`config.mk`:
```
export PLATFORM = sky130hd
export DESIGN_NAME = baud_gen_top
export DESIGN_NICKNAME = d
export VERILOG_FILES = /design/src/rtl/baud_pkg.sv /design/src/rtl/baud_down_counter.sv /design/src/rtl/baud_prescaler.sv /design/src/rtl/baud_sync_clk.sv /design/src/rtl/baud_gen_top.sv
export SDC_FILE = /design/constraint.sdc
export NUM_CORES = 1
export LEC_CHECK = 0
export BUFFER_PORTS_ARGS = -buffer_cell sky130_fd_sc_hd__clkbuf_2
export CAP_MARGIN = 5
export CORE_MARGIN = 2
export CORE_UTILIZATION = 50
export DETAILED_ROUTE_END_ITERATION = 6
export PLACE_DENSITY_LB_ADDON = 0.3
export SYNTH_ARGS = -nofsm -noshare
export SYNTH_HDL_FRONTEND = slang
export SYNTH_SLANG_ARGS = --single-unit
```
`constraint.sdc`:
```
create_clock -name clk -period 5.8 [get_ports clk]
set_input_delay 0.58 -clock clk [delete_from_list [all_inputs] [get_ports clk]]
set_output_delay 0.58 -clock clk [all_outputs]
set_load 0.05 [all_outputs]
```
`src/rtl/baud_pkg.sv`:
```
package baud_pkg;
  typedef enum logic {
    LINK_ASYNC = 1'b0,
    LINK_SYNC  = 1'b1
  } link_mode_e;

  // Bit period in base strobes for a given mode and speed.
  function automatic int unsigned strobes_per_bit(input link_mode_e m,
                                                  input logic dbl,
                                                  input int unsigned os_ratio);
    if (m == LINK_SYNC) return 2;
    return dbl ? (os_ratio / 2) : os_ratio;
  endfunction
endpackage

```
`src/rtl/baud_down_counter.sv`:
```
module baud_down_counter #(
  parameter int DIV_W = 12
) (
  input  logic             clk,
  input  logic             rst,
  input  logic [DIV_W-1:0] div_val,
  output logic             tick
);
  logic [DIV_W-1:0] cnt_q;
  logic [DIV_W-1:0] div_q;
  logic             div_chg;

  assign div_chg = (div_val != div_q);

  always_ff @(posedge clk) begin
    if (rst) begin
      cnt_q <= '0;
      div_q <= div_val;
    end else if (div_chg) begin
      cnt_q <= div_val;
      div_q <= div_val;
    end else if (cnt_q == '0) begin
      cnt_q <= div_q;
    end else begin
      cnt_q <= cnt_q - 1'b1;
    end
  end

  assign tick = !rst && !div_chg && (cnt_q == '0);


  cnt_in_range_chk: assert property (@(posedge clk) disable iff (rst)
    cnt_q <= div_q);


  reload_after_tick_chk: assert property (@(posedge clk) disable iff (rst)
    tick |=> (cnt_q == $past(div_q)));


  new_div_loaded_chk: assert property (@(posedge clk) disable iff (rst)
    div_chg |=> (cnt_q == $past(div_val)));
endmodule

```
`src/rtl/baud_prescaler.sv`:
```
module baud_prescaler
  import baud_pkg::*;
#(
  parameter int OS_RATIO = 16
) (
  input  logic       clk,
  input  logic       rst,
  input  logic       tick,
  input  link_mode_e mode,
  input  logic       dbl_speed,
  output logic       tx_en,
  output logic       rx_en
);
  localparam int PSC_W = $clog2(OS_RATIO);
  localparam int DBL_RATIO = OS_RATIO / 2;
  localparam logic [PSC_W-1:0] LAST_NORM = PSC_W'(OS_RATIO - 1);
  localparam logic [PSC_W-1:0] LAST_DBL  = PSC_W'(DBL_RATIO - 1);

  logic [PSC_W-1:0] psc_q;
  logic [PSC_W-1:0] last;
  logic [1:0]       cfg, cfg_q;
  logic             cfg_chg;
  logic             active;
  logic             wrap;

  assign cfg     = {mode == LINK_SYNC, dbl_speed};
  assign cfg_chg = (cfg != cfg_q);
  assign last    = dbl_speed ? LAST_DBL : LAST_NORM;
  assign active  = tick && (mode == LINK_ASYNC) && !cfg_chg;
  assign wrap    = (psc_q >= last);

  always_ff @(posedge clk) begin
    if (rst || cfg_chg) begin
      psc_q <= '0;
      cfg_q <= cfg;
    end else if (active) begin
      psc_q <= wrap ? '0 : psc_q + 1'b1;
    end
  end

  assign rx_en = active;
  assign tx_en = active && wrap;


  dbl_psc_bound_chk: assert property (@(posedge clk) disable iff (rst)
    (!cfg_q[1] && cfg_q[0]) |-> (psc_q < PSC_W'(DBL_RATIO)));


  tx_wraps_chk: assert property (@(posedge clk) disable iff (rst)
    tx_en |=> (psc_q == '0));


  psc_reset_chk: assert property (@(posedge clk)
    rst |=> (psc_q == '0));
endmodule

```
`src/rtl/baud_sync_clk.sv`:
```
module baud_sync_clk
  import baud_pkg::*;
(
  input  logic       clk,
  input  logic       rst,
  input  logic       tick,
  input  link_mode_e mode,
  output logic       sclk,
  output logic       tx_en,
  output logic       rx_en
);
  logic sclk_q;
  logic on;

  assign on = (mode == LINK_SYNC);

  always_ff @(posedge clk) begin
    if (rst || !on) sclk_q <= 1'b0;
    else if (tick)  sclk_q <= ~sclk_q;
  end

  assign sclk  = sclk_q;
  assign tx_en = on && tick && sclk_q;
  assign rx_en = on && tick && !sclk_q;


  sclk_idle_async_chk: assert property (@(posedge clk) disable iff (rst)
    !on |=> !sclk_q);


  sclk_toggles_chk: assert property (@(posedge clk) disable iff (rst)
    (on && tick) |=> (sclk_q != $past(sclk_q)));


  sclk_holds_chk: assert property (@(posedge clk) disable iff (rst)
    (on && !tick) |=> $stable(sclk_q));
endmodule

```
`src/rtl/baud_gen_top.sv`:
```
module baud_gen_top
  import baud_pkg::*;
#(
  parameter int DIV_W    = 12,
  parameter int OS_RATIO = 16
) (
  input  logic             clk,
  input  logic             rst,
  input  logic [DIV_W-1:0] div_val,
  input  logic             dbl_speed,
  input  logic             mode_sync,
  output logic             tx_bit_en,
  output logic             rx_os_en,
  output logic             sclk_out
);
  link_mode_e mode;
  logic       base_tick;
  logic       a_tx, a_rx, s_tx, s_rx;

  assign mode = mode_sync ? LINK_SYNC : LINK_ASYNC;

  baud_down_counter #(.DIV_W(DIV_W)) u_cnt (
    .clk(clk), .rst(rst), .div_val(div_val), .tick(base_tick)
  );

  baud_prescaler #(.OS_RATIO(OS_RATIO)) u_psc (
    .clk(clk), .rst(rst), .tick(base_tick), .mode(mode),
    .dbl_speed(dbl_speed), .tx_en(a_tx), .rx_en(a_rx)
  );

  baud_sync_clk u_sclk (
    .clk(clk), .rst(rst), .tick(base_tick), .mode(mode),
    .sclk(sclk_out), .tx_en(s_tx), .rx_en(s_rx)
  );

  assign tx_bit_en = a_tx | s_tx;
  assign rx_os_en  = a_rx | s_rx;


  sync_no_overlap_chk: assert property (@(posedge clk) disable iff (rst)
    mode_sync |-> !(tx_bit_en && rx_os_en));


  sync_tx_at_high_chk: assert property (@(posedge clk) disable iff (rst)
    (mode_sync && tx_bit_en) |=> !sclk_out);


  reset_quiet_chk: assert property (@(posedge clk)
    rst |-> (!tx_bit_en && !rx_os_en));


  reset_sclk_low_chk: assert property (@(posedge clk)
    rst |=> !sclk_out);
endmodule

```
# After elaboration in Yosys (flattened, before gate mapping)
# Index checks and enable logic that the tools add are counted.
[totals]
regBits = 31
output_inout_bits = 3
elab_cells = 38
[classes]
reduce_logical = 17
order_cmp = 1
muxes = 7
bitwise_logic = 4
eq_ne = 2
add_sub_neg = 2
[op_table]
columns = ["operator", "count"]
rows = [
  ["12-bit 2-to-1 mux", 4],
  ["12-bit zero test", 1],
  ["12-bit inequality test", 1],
  ["12-bit by 1-bit subtractor with 12-bit output, second input constant", 1],
  ["1-bit logical AND", 8],
  ["4-bit 2-to-1 mux", 2],
  ["1-bit zero test", 5],
  ["4-bit by 1-bit adder with 4-bit output, second input constant", 1],
  ["4-bit greater-or-equal comparator", 1],
  ["1-bit logical OR", 2],
  ["2-bit inequality test", 1],
  ["1-bit inverter", 2],
  ["1-bit OR", 2],
  ["2-bit nonzero test", 1],
  ["1-bit 2-to-1 mux", 1],
]

# Logic depth before layout (Yosys ltp)
# Gate-level depths: netlist of run 1.
[logic_depth]
ltp_word = 8
depth_mapped = 9
ltp_nobuf = 7

# Modules after synthesis
# A second synthesis of run 1 with hierarchy kept.
[unflattened]
hier_cells = 164
area_unflattened_um2 = 1727.9
[modules_own_cells]
columns = ["mod", "seq_area_each_um2", "cells_each", "n_inst", "area_each_um2"]
rows = [
  ["baud_down_counter", 600.6, 121, 1, 1322.5],
  ["baud_prescaler", 140.1, 35, 1, 336.6],
  ["baud_sync_clk", 20.0, 6, 1, 56.3],
  ["baud_gen_top", 0.0, 2, 1, 12.5],
]

# Worst setup path after synthesis of run 1
# No wires, ideal clock.
[synth_path]
path_type = "input port to output port"
start = "input div_val[0]"
end = "output rx_os_en"
path_slack_ps = 2407
stages = 6
t_arrival_ps = 2813
path_buffers = 1
required_ps = 5220
cell_sequence = "xnor2_1 > nand4_1 > nor3_1 > clkbuf_1 > nand2_1 > a21oi_1"
[synth_via]
elab_chain_len = 7
word_cells_on_any_way = 9
classes_between = "eq/ne: 1; bitwise: 1; reduce/logical: 7"
[synth_lines]
columns = ["item", "line", "rtl"]
rows = [
  ["from (decl)", "baud_gen_top.sv:9", "input logic [DIV_W-1:0] div_val,"],
  ["12-bit inequality test *", "baud_down_counter.sv:13", "assign div_chg = (div_val != div_q);"],
  ["1-bit zero test *", "baud_down_counter.sv:29", "assign tick = !rst && !div_chg && (cnt_q == '0);"],
  ["1-bit logical AND * (2 in a row)", "baud_down_counter.sv:29", ""],
  ["1-bit logical AND (on tied branches) (2 in a row)", "baud_prescaler.sv:29, baud_sync_clk.sv:24", ""],
  ["1-bit OR *", "baud_gen_top.sv:37", "assign rx_os_en = a_rx | s_rx;"],
  ["to (decl)", "baud_gen_top.sv:13", "output logic rx_os_en,"],
]
# Every way passes the cells marked *; elsewhere a longest branch is shown, timed or not.

# Worst setup path in the final report of run 1
[layout_path]
start = "register u_cnt.cnt_q[0]"
end = "output rx_os_en"
[layout_via]
elab_chain_len = 5
word_cells_on_any_way = 7
classes_between = "bitwise: 1; reduce/logical: 6"
[layout_lines]
columns = ["item", "line", "rtl"]
rows = [
  ["from (decl)", "baud_down_counter.sv:9", "logic [DIV_W-1:0] cnt_q;"],
  ["from (signal assigned)", "baud_down_counter.sv:20", "cnt_q <= div_val;"],
  ["from (signal assigned)", "baud_down_counter.sv:23", "cnt_q <= div_q;"],
  ["from (signal assigned)", "baud_down_counter.sv:25", "cnt_q <= cnt_q - 1'b1;"],
  ["12-bit zero test *", "baud_down_counter.sv:29", ""],
  ["1-bit logical AND *", "baud_down_counter.sv:29", ""],
  ["1-bit logical AND (on tied branches) (2 in a row)", "baud_prescaler.sv:29, baud_sync_clk.sv:24", ""],
  ["1-bit OR *", "baud_gen_top.sv:37", ""],
]
# Marks and branches as above.

==> results.py, run 1 <==
metrics = {
    "drt": {
        "drc_errors": 0,
        "wire_per_inst_um": 15.12,
        "drt-total-wl_um": 3583,
        "firstDrtPassIters": 4,
        "ant_nets": 0,
        "drt_iter0_markers": 64,
        "wl_met2_um": 1721,
        "wl_met3_um": 128,
        "num_vias": 1359,
        "dr.max_layer_used": "met4",
        "met1Wirelength_um": 1686,
        "vias_per_cell": 5.734,
    },
    "power_and_ir_drop": {
        "ir_worst_vdd_mv": 0.1173,
        "power.density_mw_per_mm2": 237.4,
        "leakagePower_uw": 0.0007533,
    },
    "timing": {
        "rsz0062_at_grt": "false",
        "final-setup-viol-count": 0,
        "fin_worst_skew_ps": 11.60,
        "final-hold-violation-count": 0,
        "period_share_pct": 59.24,
        "setup_tns_ps": 0,
        "report.final.slew_viol_count": 0,
        "worstMarginPinSlew_ps": 823.2,
        "relSlewSlack_pct": 44.70,
        "fmax_mhz": 291.0,
        "period_needed_ps": 3436,
    },
    "synth": {
        "synth_top_area_share_pct": 24.62,
        "async_flop_share_pct": 0,
        "yosysMostFrequentCell": "dfxtp_1",
        "seq_area_frac_synth_pct": 44.54,
        "syn_nets": 191,
        "post_synth_main_area_contributors": "edfxtp_1 25%, dfxtp_1 20%, xnor2_1 6.7%",
        "synth_warnings": 0,
        "netlist_instances": 171,
        "synth_cell_type_count": 45,
        "synth_seq_cells": 31,
        "netlist_top_cells_count": "17 x dfxtp_1, 15 x nand2_1, 14 x edfxtp_1, 13 x xnor2_1",
        "synthFlopType": "dfxtp_1",
        "yosys.area.top_type": "edfxtp_1",
        "synth_area_mm2": 0.001708,
        "syn_area_per_cell_um2": 9.988,
        "synth_edf_count": 14,
    },
    "floorplanning": {
        "fp.dieArea_mm2": 0.003899,
        "rows": 21,
        "ios": 19,
        "chipHeight_um": 62.45,
        "core_area_mm2": 0.003311,
        "chipWidth_um": 62.45,
        "start_util_pct": 51.59,
    },
    "setup_path": {
        "cp_common_cell": "inv_1",
        "crit_path_max_fanout": 19,
        "cp.required_ps": 5220,
        "path_cells": "inv_1, ha_1, or4b_1, or3_1, inv_1, nand3b_1, a21oi_1, clkbuf_2",
        "critPathMaxStageDelay_ps": 650,
        "cp-start-kind": "register",
        "arrival_ps": 2860,
        "slowest_stage": "or3_1",
        "critPathCaptureType": "output port",
        "worst-setup-path-type": "register to output port",
    },
    "status": {
        "status": "finished, final reports clean",
    },
    "final_layout": {
        "num-fill-cells": 309,
        "drive_above_1_share_pct": 18.85,
        "final_util_pct": 57.45,
        "synthToLayoutAreaGrowth_pct": 11.36,
        "antennaDiodeCount": 0,
        "final_nets": 210,
    },
    "clocking": {
        "cts-hold-fix-buffers": 0,
        "insertion_delay_ps": 340,
        "root_buffer": "clkbuf_4",
        "post_cts.repair.setup_buffers": 0,
        "ctsResizeCount": 0,
        "cts_tree": "yes",
        "cts_made_buffers": 5,
        "clk_pin_slew_ps": 110,
        "clock-sinks": 31,
        "htree_levels": 2,
        "clockBufferDepth": 2,
    },
    "worst_hold_path": {
        "hold_path.class": "primary input to register",
    },
    "flow_run": {
        "maxCapViolCount": 0,
    },
    "global_routing": {
        "grt_max_degree": 24,
        "overflow": 0,
        "grt_pass1_wl_um": 6168,
        "grt.total_usage_pct": 19.94,
        "antenna_found_initial": 0,
        "grt_pass1_vias": 1342,
    },
    "placement": {
        "place.gp.congestion": 0.8168,
        "io_buffer_count": 18,
        "hpwlAfterDp_um": 2616,
    },
}
-- metal layers --
layer | vias to the layer above | GRT usage [%]
met4 | 0 | 6.389
met5 | - | 0
met1 | 656 | 26.95
met3 | 6 | 5.045
li1 | 672 | -
met2 | 25 | 31.45
-- kinds of logic (layout without fill, tap and decap cells) --
group | Yosys count | in the layout | share of synthesized area [%]
adder cells (fa/ha/maj) | 4 | 4 | 2.931
flip-flops | 31 | 31 | 44.54
AND/OR/NAND/NOR | 61 | 61 | 21.25
XOR/XNOR | 20 | 20 | 10.26
buffers and inverters | 13 | 33 | 3.370
multiplexers | 6 | 6 | 3.517
AO/OA/AOI/OAI | 36 | 36 | 14.14
-- cell usage in the layout (no fill, tap or decap), types with 4 or more instances in the layout --
cell type   n
a21oi_1     8
xor2_1      7
xnor2_1    13
nor2_1      8
ha_1        4
o22ai_1     7
dfxtp_1    17
edfxtp_1   14
clkbuf_4    5
o211ai_1    5
nand2b_1    5
mux2i_1     6
nand3_1     5
nand2_1    15
inv_1       6
clkbuf_2   18
-- power by group --
group / internal [uW] / leakage [uW] / switching (uW)
Clock: 71.3 / 0.0000386 / 76.6
Sequential: 238 / 0.000288 / 9.04
Combinational: 25.2 / 0.000427 / 30.8
Total: 335 / 0.000753 / 116
-- critical path: cells and delay by family, from the launching register on --
family | cells | cell delay (ps)
flip-flops | 1 | 340
buffers and inverters | 3 | 560
AND/OR/NAND/NOR | 3 | 1260
AO/OA/AOI/OAI | 1 | 150
adder cells (fa/ha/maj) | 1 | 190
-- registers in the layout, indices dropped and copies added (netlist names) --
register and cells:
u_cnt.cnt_q 12, u_cnt.div_q 12, u_psc.psc_q 4, u_psc.cfg_q 2, u_sclk.sclk 1
-- path summary, 6_finish.rpt --
check,startpoint,to,slack (ps),depth (start not counted)
worst max-delay path,u_cnt.cnt_q[0],rx_os_en,2360,8
worst min-delay path,div_val[1],u_cnt.div_q[1],450,1
worst max register to register,u_cnt.cnt_q[0],u_psc.psc_q[2],3120,7
worst min register to register,u_psc.psc_q[1],u_psc.psc_q[1],490,2
-- stage by stage --
stage          area (um^2)  setup slack [ps]  cells  hold slack (ps)  total power [uW]
6_report              1902              2364    237            452.1             451.5
5_1_grt               1902              2121    237            449.8             472.2
4_1_cts               1902              2363    237            456.5             452.1
3_5_place_dp          1833              2749    229            479.2             308.1
3_3_place_gp          1833              2805    229            469.8             306.7
2_1_floorplan         1708              2407    171            455.4             289.9
-- layout make-up --
type                       instances  area (um^2)  share of cell area, %
multi-input combinational        127        894.6                  47.04
sequential                        31        760.7                  40.00
timing repair buffer              19        97.59                  5.132
clock buffer                       8        68.82                  3.618
tap                               46        57.56                  3.026
inverter                           6        22.52                  1.184
Power figures use the tool's default switching activity.
==> run 2, diff against run 1 <==
==> constraint.sdc (replaced) <==
create_clock -name clk -period 3 [get_ports clk]
set_input_delay 0.3 -clock clk [delete_from_list [all_inputs] [get_ports clk]]
set_output_delay 0.3 -clock clk [all_outputs]
set_load 0.05 [all_outputs]
==> results.py, run 2 (synthesized netlist as in run 1, its figures left out) <==
metrics = {
    "status": {
        "status": "finished, final reports clean",
    },
    "timing": {
        "fmax_mhz": 344.9,
        "period_needed_ps": 2899,
        "period_share_pct": 96.64,
        "report.final.slew_viol_count": 0,
        "final-hold-violation-count": 0,
        "fin_worst_skew_ps": 6.500,
        "rsz0062_at_grt": "false",
        "final-setup-viol-count": 0,
        "worstMarginPinSlew_ps": 424.6,
        "fin_ws_ps": 100.8,
        "relSlewSlack_pct": 71.56,
        "setup_tns_ps": 0,
    },
    "drt": {
        "firstDrtPassIters": 4,
        "ant_nets": 0,
        "drc_errors": 0,
        "vias_per_cell": 5.858,
        "num_vias": 1406,
        "wire_per_inst_um": 15.82,
        "drt_iter0_markers": 70,
        "drt-total-wl_um": 3797,
    },
    "power_and_ir_drop": {
        "pwr-share-clk_pct": 32.6,
        "p_seq_share_pct": 54.5,
        "p_int_uw": 650.8,
        "p_comb_share_pct": 12.9,
        "p_sw_share_pct": 26.01,
        "power.density_mw_per_mm2": 453.9,
        "p_sw_uw": 228.8,
        "leakagePower_uw": 0.0007698,
        "ir_worst_vdd_mv": 0.2364,
    },
    "worst_hold_path": {
        "hold_path_end": "u_cnt.div_q[3]",
        "min-delay-start": "div_val[3]",
        "hold_path.class": "primary input to register",
        "whs_path_depth": 1,
    },
    "final_layout": {
        "biggestRegsByFlops": "u_cnt.cnt_q (12), u_cnt.div_q (12), u_psc.psc_q (4)",
        "layout_commonest_cell": "clkbuf_2",
        "antennaDiodeCount": 0,
        "final_nets": 213,
        "final_util_pct": 58.54,
        "fin_cells": 240,
        "layout_common_cells": "17 x clkbuf_2, 16 x dfxtp_1, 15 x nand2_1",
        "synthToLayoutAreaGrowth_pct": 13.48,
        "fin_area_mm2": 0.001938,
        "drive_above_1_share_pct": 22.16,
    },
    "setup_path": {
        "cp.required_ps": 2700,
        "r2r_cells": 8,
        "rr_endpoint": "u_psc.psc_q[2]",
        "arrival_ps": 2600,
        "worst-setup-path-type": "register to output port",
        "reg2reg_slack_ps": 560,
        "rr_startpoint": "u_cnt.cnt_q[0]",
        "critPathCaptureType": "output port",
        "crit_path_max_fanout": 4,
        "cp-start-kind": "register",
    },
    "floorplanning": {
        "chipWidth_um": 62.45,
        "chipHeight_um": 62.45,
        "core_area_mm2": 0.003311,
        "ios": 19,
        "rows": 21,
        "start_util_pct": 51.59,
        "fp.dieArea_mm2": 0.003899,
    },
    "clocking": {
        "clock-sinks": 31,
        "cts-hold-fix-buffers": 0,
        "cts_tree": "yes",
        "clockBufferDepth": 2,
        "htree_levels": 2,
        "root_buffer": "clkbuf_4",
        "clk_pin_slew_ps": 100,
        "insertion_delay_ps": 340,
        "cts_made_buffers": 5,
    },
    "global_routing": {
        "grt.total_usage_pct": 20.96,
        "grt_max_degree": 24,
        "antenna_found_initial": 0,
        "overflow": 0,
        "grt_pass1_wl_um": 6403,
        "grt_pass1_vias": 1351,
    },
    "placement": {
        "io_buffer_count": 18,
        "pre_cts_slack_ps": 340.0,
        "hpwlAfterDp_um": 2791,
        "place.gp.congestion": 0.8323,
        "dp_cells": 232,
        "place_area_mm2": 0.001856,
    },
    "flow_run": {
        "maxCapViolCount": 0,
    },
}
==> run 2: changes by cell type in the layout (fill, tap and decap cells not counted), sizes merged <==
cell	previous run	this run
clkbuf	26	25
buf	1	5
==> run 2: layout make-up <==
| cell class | instances | area, um^2 |
|---|---|---|
| clock buffers | 8 | 68.82 |
| well taps | 46 | 57.56 |
| inverters | 6 | 22.52 |
| flip-flops and latches | 31 | 762.0 |
| fillers | 309 | 1373 |
| multi-input cells | 127 | 904.6 |
| repair buffers | 22 | 122.6 |
==> run 2: through the flow <==
step           power (uW)  hold slack, ps
4_1_cts             881.7           165.9
2_1_floorplan       560.5           398.9
5_1_grt             917.2           162.2
3_5_place_dp        599.4           493.7
6_report            879.6           170.5
3_3_place_gp        594.5           469.8
==> run 2: power by group through the flow <==
stage | combinational [uW] | sequential [uW] | clock, uW
after floorplan | 77.5 | 483 | 0
after global placement | 108 | 486 | 0
after detailed placement | 111 | 488 | 0
after CTS | 112 | 479 | 291
after global routing | 128 | 482 | 307
final | 113 | 479 | 287
==> run 2: worst max path at each step <==
stage	start	to
floorplan	u_cnt.cnt_q[0]	tx_bit_en
global placement	u_cnt.cnt_q[0]	tx_bit_en
detailed placement	u_cnt.cnt_q[0]	tx_bit_en
CTS	u_cnt.cnt_q[0]	tx_bit_en
global route	u_cnt.cnt_q[0]	tx_bit_en
finish	u_cnt.cnt_q[0]	tx_bit_en
==> run 2: critical path, stage by stage (launching register included) <==
cell and delay [ps]:
dfxtp_2 340, inv_1 90, ha_2 200, or4b_4 490
or4_4 510, or2_2 290, a21oi_1 130, buf_4 210
==> run 2: metal layers <==
layer	part of all wire (%)	GRT usage (%)	up-vias
li1	-	-	682
met1	43	26.50	663
met2	49	35.08	49
met3	5.3	3.243	12
met4	2.8	10.00	0
met5	0	0	-
==> run 2: timing repair <==
item / 4_1_cts / 5_1_grt
resized for setup: 1 / 5
endpoints found under the setup margin: 1 / 1
gates cloned: 0 / 0
setup buffers: 0 / 0
==> run 3, diff against run 2 <==
--- a/config.mk
+++ b/config.mk
@@ -5,11 +5,13 @@
 export SDC_FILE = /design/constraint.sdc
 export NUM_CORES = 1
 export LEC_CHECK = 0
+export ABC_AREA = 1
 export BUFFER_PORTS_ARGS = -buffer_cell sky130_fd_sc_hd__clkbuf_2
 export CAP_MARGIN = 5
 export CORE_MARGIN = 2
 export CORE_UTILIZATION = 50
 export DETAILED_ROUTE_END_ITERATION = 6
+export HOLD_SLACK_MARGIN = 0.12
 export PLACE_DENSITY_LB_ADDON = 0.3
 export SYNTH_ARGS = -nofsm -noshare
 export SYNTH_HDL_FRONTEND = slang
==> results.py, run 3 <==
metrics = {
    "final_layout": {
        "synthToLayoutAreaGrowth_pct": 11.94,
        "biggestRegsByFlops": "u_cnt.cnt_q (12), u_cnt.div_q (12), u_psc.psc_q (4)",
        "drive_above_1_share_pct": 16.42,
        "antennaDiodeCount": 0,
        "final_nets": 293,
        "layout_commonest_cell": "nand2_1",
        "layout_common_cells": "68 x nand2_1, 33 x inv_1, 21 x nor2_1",
        "final_util_pct": 58.13,
    },
    "floorplanning": {
        "chipHeight_um": 65.43,
        "start_util_pct": 51.93,
        "chipWidth_um": 65.43,
        "ios": 19,
        "core_area_mm2": 0.003633,
        "fp.dieArea_mm2": 0.004281,
        "rows": 22,
    },
    "timing": {
        "fmax_mhz": 395.4,
        "worstMarginPinSlew_ps": 521.8,
        "final-setup-viol-count": 0,
        "relSlewSlack_pct": 65.13,
        "period_share_pct": 84.30,
        "rsz0062_at_grt": "false",
        "report.final.slew_viol_count": 0,
        "setup_tns_ps": 0,
        "final-hold-violation-count": 0,
        "period_needed_ps": 2529,
        "whs_ps": 228.9,
        "fin_worst_skew_ps": 2.154,
    },
    "clocking": {
        "root_buffer": "clkbuf_8",
        "htree_levels": 2,
        "clock-sinks": 31,
        "cts_tree": "yes",
        "cts-hold-fix-buffers": 0,
        "clockBufferDepth": 2,
        "clk_pin_slew_ps": 60,
        "ctsResizeCount": 0,
        "insertion_delay_ps": 290,
        "cts_made_buffers": 5,
        "post_cts.repair.setup_buffers": 0,
    },
    "synth": {
        "syn_nets": 270,
        "netlist_top_cells_count": "68 x nand2_1, 33 x inv_1, 21 x nor2_1, 17 x dfxtp_1",
        "seq_area_frac_synth_pct": 40.32,
        "synthFlopType": "dfxtp_1",
        "post_synth_main_area_contributors": "edfxtp_1 22%, dfxtp_1 18%, nand2_1 14%",
        "synth_seq_cells": 31,
        "synth_area_mm2": 0.001887,
        "syn_area_per_cell_um2": 7.547,
        "synth_cell_type_count": 30,
        "yosysMostFrequentCell": "nand2_1",
        "yosys.area.top_type": "edfxtp_1",
        "synth_top_area_share_pct": 22.28,
        "synth_warnings": 0,
        "netlist_instances": 250,
        "async_flop_share_pct": 0,
        "synth_edf_count": 14,
    },
    "drt": {
        "drt_iter0_markers": 77,
        "vias_per_cell": 5.165,
        "firstDrtPassIters": 4,
        "num_vias": 1663,
        "drt-total-wl_um": 3992,
        "drc_errors": 0,
        "wire_per_inst_um": 12.40,
        "ant_nets": 0,
    },
    "worst_hold_path": {
        "min-delay-start": "div_val[10]",
        "whs_path_depth": 1,
        "hold_path.class": "primary input to register",
        "hold_path_end": "u_cnt.div_q[10]",
    },
    "global_routing": {
        "antenna_found_initial": 0,
        "met1_usage_pct": 30.12,
        "overflow": 0,
        "grt_max_degree": 20,
        "grt_pass1_wl_um": 6762,
        "grt_pass1_vias": 1473,
        "use_met3_pct": 6.849,
        "use_met2_pct": 30.36,
        "grt.total_usage_pct": 21.26,
        "busiest_layer": "met2",
    },
    "setup_path": {
        "worst-setup-path-type": "register to output port",
        "arrival_ps": 2230,
        "crit_path_max_fanout": 19,
        "cp.required_ps": 2700,
        "r2r_cells": 6,
        "cp-start-kind": "register",
        "critPathCaptureType": "output port",
        "rr_startpoint": "u_cnt.div_q[7]",
        "reg2reg_slack_ps": 1030,
        "rr_endpoint": "u_cnt.div_q[9]",
    },
    "status": {
        "status": "finished, final reports clean",
    },
    "flow_run": {
        "maxCapViolCount": 0,
    },
    "placement": {
        "place.gp.congestion": 0.9167,
        "hpwlAfterDp_um": 2992,
        "io_buffer_count": 18,
    },
    "power_and_ir_drop": {
        "power.density_mw_per_mm2": 449.1,
        "leakagePower_uw": 0.0009914,
        "ir_worst_vdd_mv": 0.2775,
    },
}
[run 3: cell types whose count changed in the layout (fill, tap and decap cells not counted), sizes merged, moves of 7 or more]
cell | previous run | this run
nand2 | 15 | 70
a21oi | 8 | 15
inv | 6 | 35
nand3 | 5 | 18
o21ai | 2 | 15
nor2 | 8 | 30
[run 3: metal layers]
| layer | up-vias | part of all wire (%) |
|---|---|---|
| met5 | - | 0 |
| met4 | 0 | 1.8 |
| met3 | 9 | 5.2 |
| met2 | 44 | 43 |
| met1 | 751 | 50 |
| li1 | 859 | - |
[run 3: worst max-delay path, cell delays in order (launching register included)]
cell	delay, ps
edfxtp_1	410
xnor2_1	180
nand2_1	130
inv_1	70
nand2_1	120
nor2_8	290
nand3_2	140
nor2_2	150
nand2_1	70
o21ai_1	80
clkbuf_2	290
[run 3: logic make-up after synthesis]
family	after synthesis	share of synthesized area, %
and+or+nand+nor	130	33.69
buffers and inverters	38	8.157
AOI/OAI and AO/OA	36	10.08
DFF	31	40.32
xor gates and xnor gates	11	5.106
adders and majority gates	4	2.653
[run 3: area by class of cell]
class | count | area, um^2
Clock inverter | 1 | 3.754
Fill cell | 367 | 1521
Timing Repair Buffer | 19 | 97.59
Multi-Input combinational cell | 181 | 972.2
Inverter | 35 | 131.4
Sequential cell | 31 | 760.7
Tap cell | 48 | 60.06
Clock buffer | 7 | 86.33
[run 3: through the flow]
stage / area [um^2] / instances / power [uW] / setup WS, ps
after floorplan: 1887 / 250 / 573.5 / 756.0
after CTS: 2112 / 322 / 949.5 / 494.6
after detailed placement: 2022 / 314 / 612.8 / 815.5
after global placement: 2022 / 314 / 609.4 / 821.7
final: 2112 / 322 / 948.5 / 471.1
after global routing: 2112 / 322 / 992.6 / 248.6
[run 3: worst max path at each step]
| stage | start | end | cells after the start |
|---|---|---|---|
| CTS | u_cnt.div_q[1] | tx_bit_en | 12 |
| global placement | div_val[8] | tx_bit_en | 13 |
| floorplan | u_cnt.div_q[0] | rx_os_en | 7 |
| detailed placement | u_cnt.div_q[1] | tx_bit_en | 12 |
| global route | u_cnt.div_q[0] | tx_bit_en | 10 |
| finish | u_cnt.div_q[7] | tx_bit_en | 10 |
[run 3: report_power, final]
part	internal [uW]	switching [uW]	leakage (uW)
logic	47.8	80.5	0.000657
clock network	184	160	0.0000459
registers	461	15.4	0.000288
total	693	256	0.000991
